**config.mk**
```make
export PLATFORM = sky130hd
export DESIGN_NAME = prom_prog_seq
export DESIGN_NICKNAME = d
export VERILOG_FILES = /design/src/rtl/prom_seq_pkg.sv /design/src/rtl/prom_ms_tick.sv /design/src/rtl/prom_clk_burst.sv /design/src/rtl/prom_prog_seq.sv
export SDC_FILE = /design/constraint.sdc
export NUM_CORES = 1
export LEC_CHECK = 0
export ABC_CLOCK_PERIOD_IN_PS = 7690
export CAP_MARGIN = 20
export CORE_ASPECT_RATIO = 0.6
export CORE_UTILIZATION = 30
export CTS_CLUSTER_DIAMETER = 50
export DETAILED_ROUTE_END_ITERATION = 8
export DONT_BUFFER_PORTS = 1
export HOLD_SLACK_MARGIN = 0.06
export SLEW_MARGIN = 20
export SYNTH_ARGS = -nofsm -noshare
export SYNTH_HDL_FRONTEND = slang
export SYNTH_SLANG_ARGS = --single-unit
```
**constraint.sdc**
```tcl
create_clock -name clk_i -period 7.69 [get_ports clk_i]
set_clock_uncertainty 0.2 [all_clocks]
set_input_delay 1.9225 -clock clk_i [delete_from_list [all_inputs] [get_ports clk_i]]
set_output_delay 1.9225 -clock clk_i [all_outputs]
set_load 0.05 [all_outputs]
```
**src/rtl/prom_seq_pkg.sv**
```systemverilog
package prom_seq_pkg;

  typedef enum logic [3:0] {
    MODE_CLEAR   = 4'b0101,
    MODE_WRITE   = 4'b1110,
    MODE_VERIFY  = 4'b1100,
    MODE_INHIBIT = 4'b1101
  } prog_mode_e;

  typedef enum logic [3:0] {
    S_IDLE,
    S_SETTLE,
    S_INH_PRE,
    S_WRITE,
    S_INH_POST,
    S_VERIFY,
    S_OVER,
    S_INH_ADV,
    S_ADV
  } seq_state_e;

endpackage

```
**src/rtl/prom_ms_tick.sv**
```systemverilog
module prom_ms_tick #(
  parameter int MS_CYCLES = 250000
) (
  input  logic clk_i,
  input  logic rst_ni,
  input  logic en_i,
  output logic tick_o
);
  localparam int CW = (MS_CYCLES > 1) ? $clog2(MS_CYCLES) : 1;
  localparam logic [CW-1:0] LAST = CW'(MS_CYCLES - 1);

  logic [CW-1:0] cnt_q;

  // counter restarts whenever disabled so every pulse is phase aligned
  always_ff @(posedge clk_i or negedge rst_ni) begin
    if (!rst_ni)            cnt_q <= '0;
    else if (!en_i)         cnt_q <= '0;
    else if (cnt_q == LAST) cnt_q <= '0;
    else                    cnt_q <= cnt_q + CW'(1);
  end

  assign tick_o = en_i && (cnt_q == LAST);
endmodule

```
**src/rtl/prom_clk_burst.sv**
```systemverilog
module prom_clk_burst #(
  parameter int N_PULSES  = 4,
  parameter int PH_CYCLES = 4
) (
  input  logic clk_i,
  input  logic rst_ni,
  input  logic go_i,
  output logic pclk_o,
  output logic done_o
);
  localparam int PH_W = $clog2(PH_CYCLES + 1);
  localparam int N_W  = $clog2(N_PULSES + 1);

  logic            active_q, lvl_q;
  logic [PH_W-1:0] ph_q;
  logic [N_W-1:0]  cnt_q;
  logic            last_ph, last_pulse;

  assign last_ph    = (ph_q == PH_W'(PH_CYCLES - 1));
  assign last_pulse = (cnt_q == N_W'(N_PULSES - 1));

  always_ff @(posedge clk_i or negedge rst_ni) begin
    if (!rst_ni) begin
      active_q <= 1'b0;
      lvl_q    <= 1'b0;
      ph_q     <= '0;
      cnt_q    <= '0;
    end else if (go_i) begin
      active_q <= 1'b1;
      lvl_q    <= 1'b1;
      ph_q     <= '0;
      cnt_q    <= '0;
    end else if (active_q) begin
      if (last_ph) begin
        ph_q <= '0;
        if (lvl_q) begin
          lvl_q <= 1'b0;
        end else if (last_pulse) begin
          active_q <= 1'b0;
        end else begin
          cnt_q <= cnt_q + N_W'(1);
          lvl_q <= 1'b1;
        end
      end else begin
        ph_q <= ph_q + PH_W'(1);
      end
    end
  end

  assign pclk_o = lvl_q;
  assign done_o = active_q && !lvl_q && last_ph && last_pulse;
endmodule

```
**src/rtl/prom_prog_seq.sv**
```systemverilog
module prom_prog_seq
  import prom_seq_pkg::*;
#(
  parameter int SYS_CLK_KHZ = 250000,
  parameter int SETTLE_US   = 10,
  parameter int ADDR_W      = 13,
  parameter int NUM_BYTES   = 8064,
  parameter int MAX_TRIES   = 20,
  parameter int PH_CYCLES   = 4,
  parameter int INH_CYCLES  = 8,
  parameter int VFY_CYCLES  = 8,
  parameter int CLK_PULSES  = 4
) (
  input  logic              clk_i,
  input  logic              rst_ni,
  input  logic              start_i,
  output logic              done_o,
  output logic              err_o,
  output logic [ADDR_W-1:0] err_addr_o,
  output logic [ADDR_W-1:0] src_addr_o,
  input  logic [7:0]        src_data_i,
  output logic [3:0]        mode_o,
  output logic              pclk_o,
  output logic [7:0]        data_o,
  output logic              data_oe_o,
  input  logic [7:0]        data_i
);
  localparam int MS_CYCLES   = SYS_CLK_KHZ;
  localparam int SETTLE_RAW  = (SYS_CLK_KHZ * SETTLE_US + 999) / 1000;
  localparam int SETTLE_CYC  = (SETTLE_RAW < 1) ? 1 : SETTLE_RAW;
  localparam int WAIT_A      = (SETTLE_CYC > INH_CYCLES) ? SETTLE_CYC : INH_CYCLES;
  localparam int WAIT_MAX    = (WAIT_A > VFY_CYCLES) ? WAIT_A : VFY_CYCLES;
  localparam int WAIT_W      = $clog2(WAIT_MAX + 1);
  localparam int TRY_W       = $clog2(MAX_TRIES + 1);
  localparam logic [ADDR_W-1:0] LAST_ADDR = ADDR_W'(NUM_BYTES - 1);

  seq_state_e        state_q, state_d;
  logic [WAIT_W-1:0] wait_q;
  logic [TRY_W-1:0]  tries_q, ms_q;
  logic [ADDR_W-1:0] addr_q, err_addr_q;
  logic              done_q, err_q;
  logic              tick_en, ms_tick, adv_go, adv_done;
  logic              settle_end, inh_end, vfy_end, match;

  prom_ms_tick #(.MS_CYCLES(MS_CYCLES)) u_tick (
    .clk_i  (clk_i),
    .rst_ni (rst_ni),
    .en_i   (tick_en),
    .tick_o (ms_tick)
  );

  prom_clk_burst #(.N_PULSES(CLK_PULSES), .PH_CYCLES(PH_CYCLES)) u_burst (
    .clk_i  (clk_i),
    .rst_ni (rst_ni),
    .go_i   (adv_go),
    .pclk_o (pclk_o),
    .done_o (adv_done)
  );

  assign settle_end = (wait_q == WAIT_W'(SETTLE_CYC - 1));
  assign inh_end    = (wait_q == WAIT_W'(INH_CYCLES - 1));
  assign vfy_end    = (wait_q == WAIT_W'(VFY_CYCLES - 1));
  assign match      = (data_i == src_data_i);
  assign tick_en    = (state_q == S_WRITE) || (state_q == S_OVER);

  always_comb begin
    state_d = state_q;
    adv_go  = 1'b0;
    unique case (state_q)
      S_IDLE:     if (start_i) state_d = S_SETTLE;
      S_SETTLE:   if (settle_end) state_d = S_INH_PRE;
      S_INH_PRE:  if (inh_end) state_d = S_WRITE;
      S_WRITE:    if (ms_tick) state_d = S_INH_POST;
      S_INH_POST: if (inh_end) state_d = S_VERIFY;
      S_VERIFY: begin
        if (vfy_end) begin
          if (match)                             state_d = S_OVER;
          else if (tries_q == TRY_W'(MAX_TRIES)) state_d = S_IDLE;
          else                                   state_d = S_WRITE;
        end
      end
      S_OVER:     if (ms_tick && (ms_q == tries_q - TRY_W'(1))) state_d = S_INH_ADV;
      S_INH_ADV: begin
        if (inh_end) begin
          state_d = S_ADV;
          adv_go  = 1'b1;
        end
      end
      S_ADV:      if (adv_done) state_d = (addr_q == LAST_ADDR) ? S_IDLE : S_WRITE;
      default:    state_d = S_IDLE;
    endcase
  end

  always_ff @(posedge clk_i or negedge rst_ni) begin
    if (!rst_ni) begin
      state_q    <= S_IDLE;
      wait_q     <= '0;
      tries_q    <= '0;
      ms_q       <= '0;
      addr_q     <= '0;
      err_addr_q <= '0;
      done_q     <= 1'b0;
      err_q      <= 1'b0;
    end else begin
      state_q <= state_d;
      if (state_d != state_q)                wait_q <= '0;
      else if (wait_q != WAIT_W'(WAIT_MAX))  wait_q <= wait_q + WAIT_W'(1);

      unique case (state_q)
        S_IDLE: begin
          if (start_i) begin
            done_q <= 1'b0;
            err_q  <= 1'b0;
            addr_q <= '0;
          end
        end
        S_INH_PRE: tries_q <= TRY_W'(1);
        S_VERIFY: begin
          if (vfy_end) begin
            if (match) begin
              ms_q <= '0;
            end else if (tries_q == TRY_W'(MAX_TRIES)) begin
              err_q      <= 1'b1;
              err_addr_q <= addr_q;
            end else begin
              tries_q <= tries_q + TRY_W'(1);
            end
          end
        end
        S_OVER: if (ms_tick) ms_q <= ms_q + TRY_W'(1);
        S_ADV: begin
          if (adv_done) begin
            if (addr_q == LAST_ADDR) begin
              done_q <= 1'b1;
            end else begin
              addr_q  <= addr_q + ADDR_W'(1);
              tries_q <= TRY_W'(1);
            end
          end
        end
        default: ;
      endcase
    end
  end

  always_comb begin
    unique case (state_q)
      S_IDLE, S_SETTLE: mode_o = MODE_CLEAR;
      S_WRITE, S_OVER:  mode_o = MODE_WRITE;
      S_VERIFY:         mode_o = MODE_VERIFY;
      default:          mode_o = MODE_INHIBIT;
    endcase
  end

  assign data_oe_o  = tick_en;
  assign data_o     = tick_en ? src_data_i : 8'h00;
  assign src_addr_o = addr_q;
  assign err_addr_o = err_addr_q;
  assign done_o     = done_q;
  assign err_o      = err_q;
endmodule

```
==> flow_summary.toml <==
[run_status]
status = "complete, no violations"

[critical_path]
endpoint_kind = "output port"
path_class = "reg -> out"
worstPathArrival_ns = 2.52
crit_path_start_kind = "flip-flop"
path_max_fanout = 14
required_ns = 5.57

[finish]
num-fill-cells = 1386
diodes = 0
multi_input_area_um2 = 2180
fin_util_pct = 34.5
fin_nets = 469
drive_above_1_share_pct = 10.6
final_cell_mix = "dfrtp_1, nor2_1, xor2_1"
finalNonFillerCells = 636
ff_latch_area_um2 = 2000
mostFrequentLayoutCell = "dfrtp_1"
area_growth_pct = 11.4

[timing]
drv_slew = 0
worst-slew-pin-transition_ns = 1.02
max_freq_mhz = 216
period_share_pct = 60.3
rsz0062_at_grt = "no"
tns_ns = 0
final_hold_viol_count = 0
period_needed_ns = 4.64
setup_viol = 0
slew_headroom_pct = 31.7

[routing]
dr_total_vias = 3100
routedWlPerCell_um = 14.1
routed_wl_um = 8960
drt_iter0_markers = 217
first_pass_iters = 4
route.detailed.drc = 0
detail-route-antenna-nets = 0
viasPerCell = 4.87

[grt]
grt_max_degree = 81
grt_overflow_total = 0
track_usage_pct = 13.1
antenna_found_initial = 0
grt_pass1_wl_um = 14900
grt_pass1_vias = 3002

[clock_network]
cts_root_buf = "clkbuf_16"
ctsHoldBuffers = 0
cts_tree = "done"
cts_num_sinks = 80
cts_buffers = 9
post-cts-setup-buffers = 0
cts_resized = 0
h-tree-depth = 3
clock_path_buffers = 2
path_clk_slew_ns = 0.06
clk_latency_ns = 0.34

[logic_synthesis]
ys_seq_area_share_pct = 46.8
synth_edf_count = 0
syn_nets = 466
synth_seq_cells = 80
ys_types = 58
syn_inst = 437
ys_warn_count = 0
synthFlopType = "dfrtp_1"
synthArstFlopShare_pct = 100
synth_area_um2 = 4270
avgSynthCellArea_um2 = 9.78

[place]
gp_congestion = 0.850
io_buffers = 0
dpl.cell_count = 621
hpwlAfterDp_um = 6390

[floorplanning]
die_w_um = 156
die_area_um2 = 14700
die_h_um = 94.5
rows = 33
start_util_pct = 31.0
fp.coreArea_um2 = 13800
ios = 61

[pwr]
p_leak_uw = 0.00199
total_power_uw = 1470
power.density_nw_per_um2 = 309
max-vdd-ir-drop_mv = 0.120

[worst_hold_path]
hp-class = "reg -> reg"

[run]
drv_cap = 0
[kinds of logic after synthesis]
logic type,count (synthesis),synth area share [%]
xor+xnor,55,11.3
flops,80,46.8
mux,18,4.71
buf+inv,23,2.37
other cells,1,0.0877
compound gates,38,5.83
fa+ha+maj,10,2.93
simple gates,212,26.0
[state kept, by name (all words and copies together) (netlist names)]
name,cells
u_tick.cnt_q,18
tries_q,5
u_burst.cnt_q,3
err_o,1
u_burst.pclk_o,1
u_burst.ph_q,3
wait_q,12
err_addr_o,13
state_q,4
ms_q,5
u_burst.active_q,1
done_o,1
src_addr_o,13
[final timing paths]
kind	slack (ns)	cells past startpoint	end	start
setup / recovery	3.05	5	data_o[4]	state_q[2]
hold / removal	0.26	1	u_tick.cnt_q[0]	u_tick.cnt_q[0]
setup reg to reg	4.45	8	wait_q[9]	src_addr_o[0]
hold reg to reg	0.26	1	u_tick.cnt_q[0]	u_tick.cnt_q[0]
max in group asynchronous	6.04	0	tries_q[3]	rst_ni
min in group asynchronous	1.08	0	wait_q[8]	rst_ni
[cell usage after synthesis (all sizes together) (3+ instances only)]
library cell	number	area share, %
ha	10	2.9
a21o	3	0.53
nand4b	3	0.61
and3	4	0.59
nor3	9	1.3
nor4	6	1.6
nand2b	4	0.59
nor3b	4	0.82
a211oi	3	0.53
and2	11	1.6
nand3	21	2.5
clkbuf	5	0.44
o21ai	10	1.2
a21oi	8	0.94
mux2i	4	1.0
o41ai	3	0.61
xnor2	18	3.7
xor2	37	7.6
dfrtp	80	47
or4	3	0.53
inv	12	1.1
or3	4	0.59
mux2	14	3.7
nor2	78	6.9
nand2	35	3.1
buf	6	0.88
nand4	15	2.3
[area by class of cell]
| cell class | count | share of cell area, % |
|---|---|---|
| Tap cell | 192 | 5.04 |
| Sequential cell | 80 | 42.0 |
| Clock buffer | 10 | 5.02 |
| Timing Repair Buffer | 3 | 0.473 |
| Clock inverter | 5 | 0.709 |
| Inverter | 12 | 0.946 |
| Multi-Input combinational cell | 334 | 45.8 |
[critical path, stage by stage, from the launching register on]
cell	delay, ns
dfrtp_1	0.61
nand2b_1	0.22
or3_1	0.46
o31ai_2	0.10
buf_4	0.29
and2_1	0.49
[per-stage QoR]
step,setup WS [ns],cell area [um^2],hold WS (ns)
after floorplan,3.24,4270,0.233
after global placement,3.23,4490,0.248
after detailed placement,3.22,4490,0.257
after CTS,3.05,4760,0.265
after global routing,2.91,4760,0.284
final,3.05,4760,0.259
[power by group]
group          internal, uW  switching [uW]
registers               485             201
logic                   140             251
clock network           225             168
total                   850             621
[routing by layer]
metal  share of wire, %  vias to the layer above  GRT usage, %  wire length (um)
met3                4.1                       10          3.76               364
met1                 51                     1522          18.0              4550
met5                  0                        -             0                 0
met4                1.6                        0          5.47               147
met2                 43                       51          19.1              3900
li1                   -                     1517             -                 -
Power figures use the tool's default switching activity.
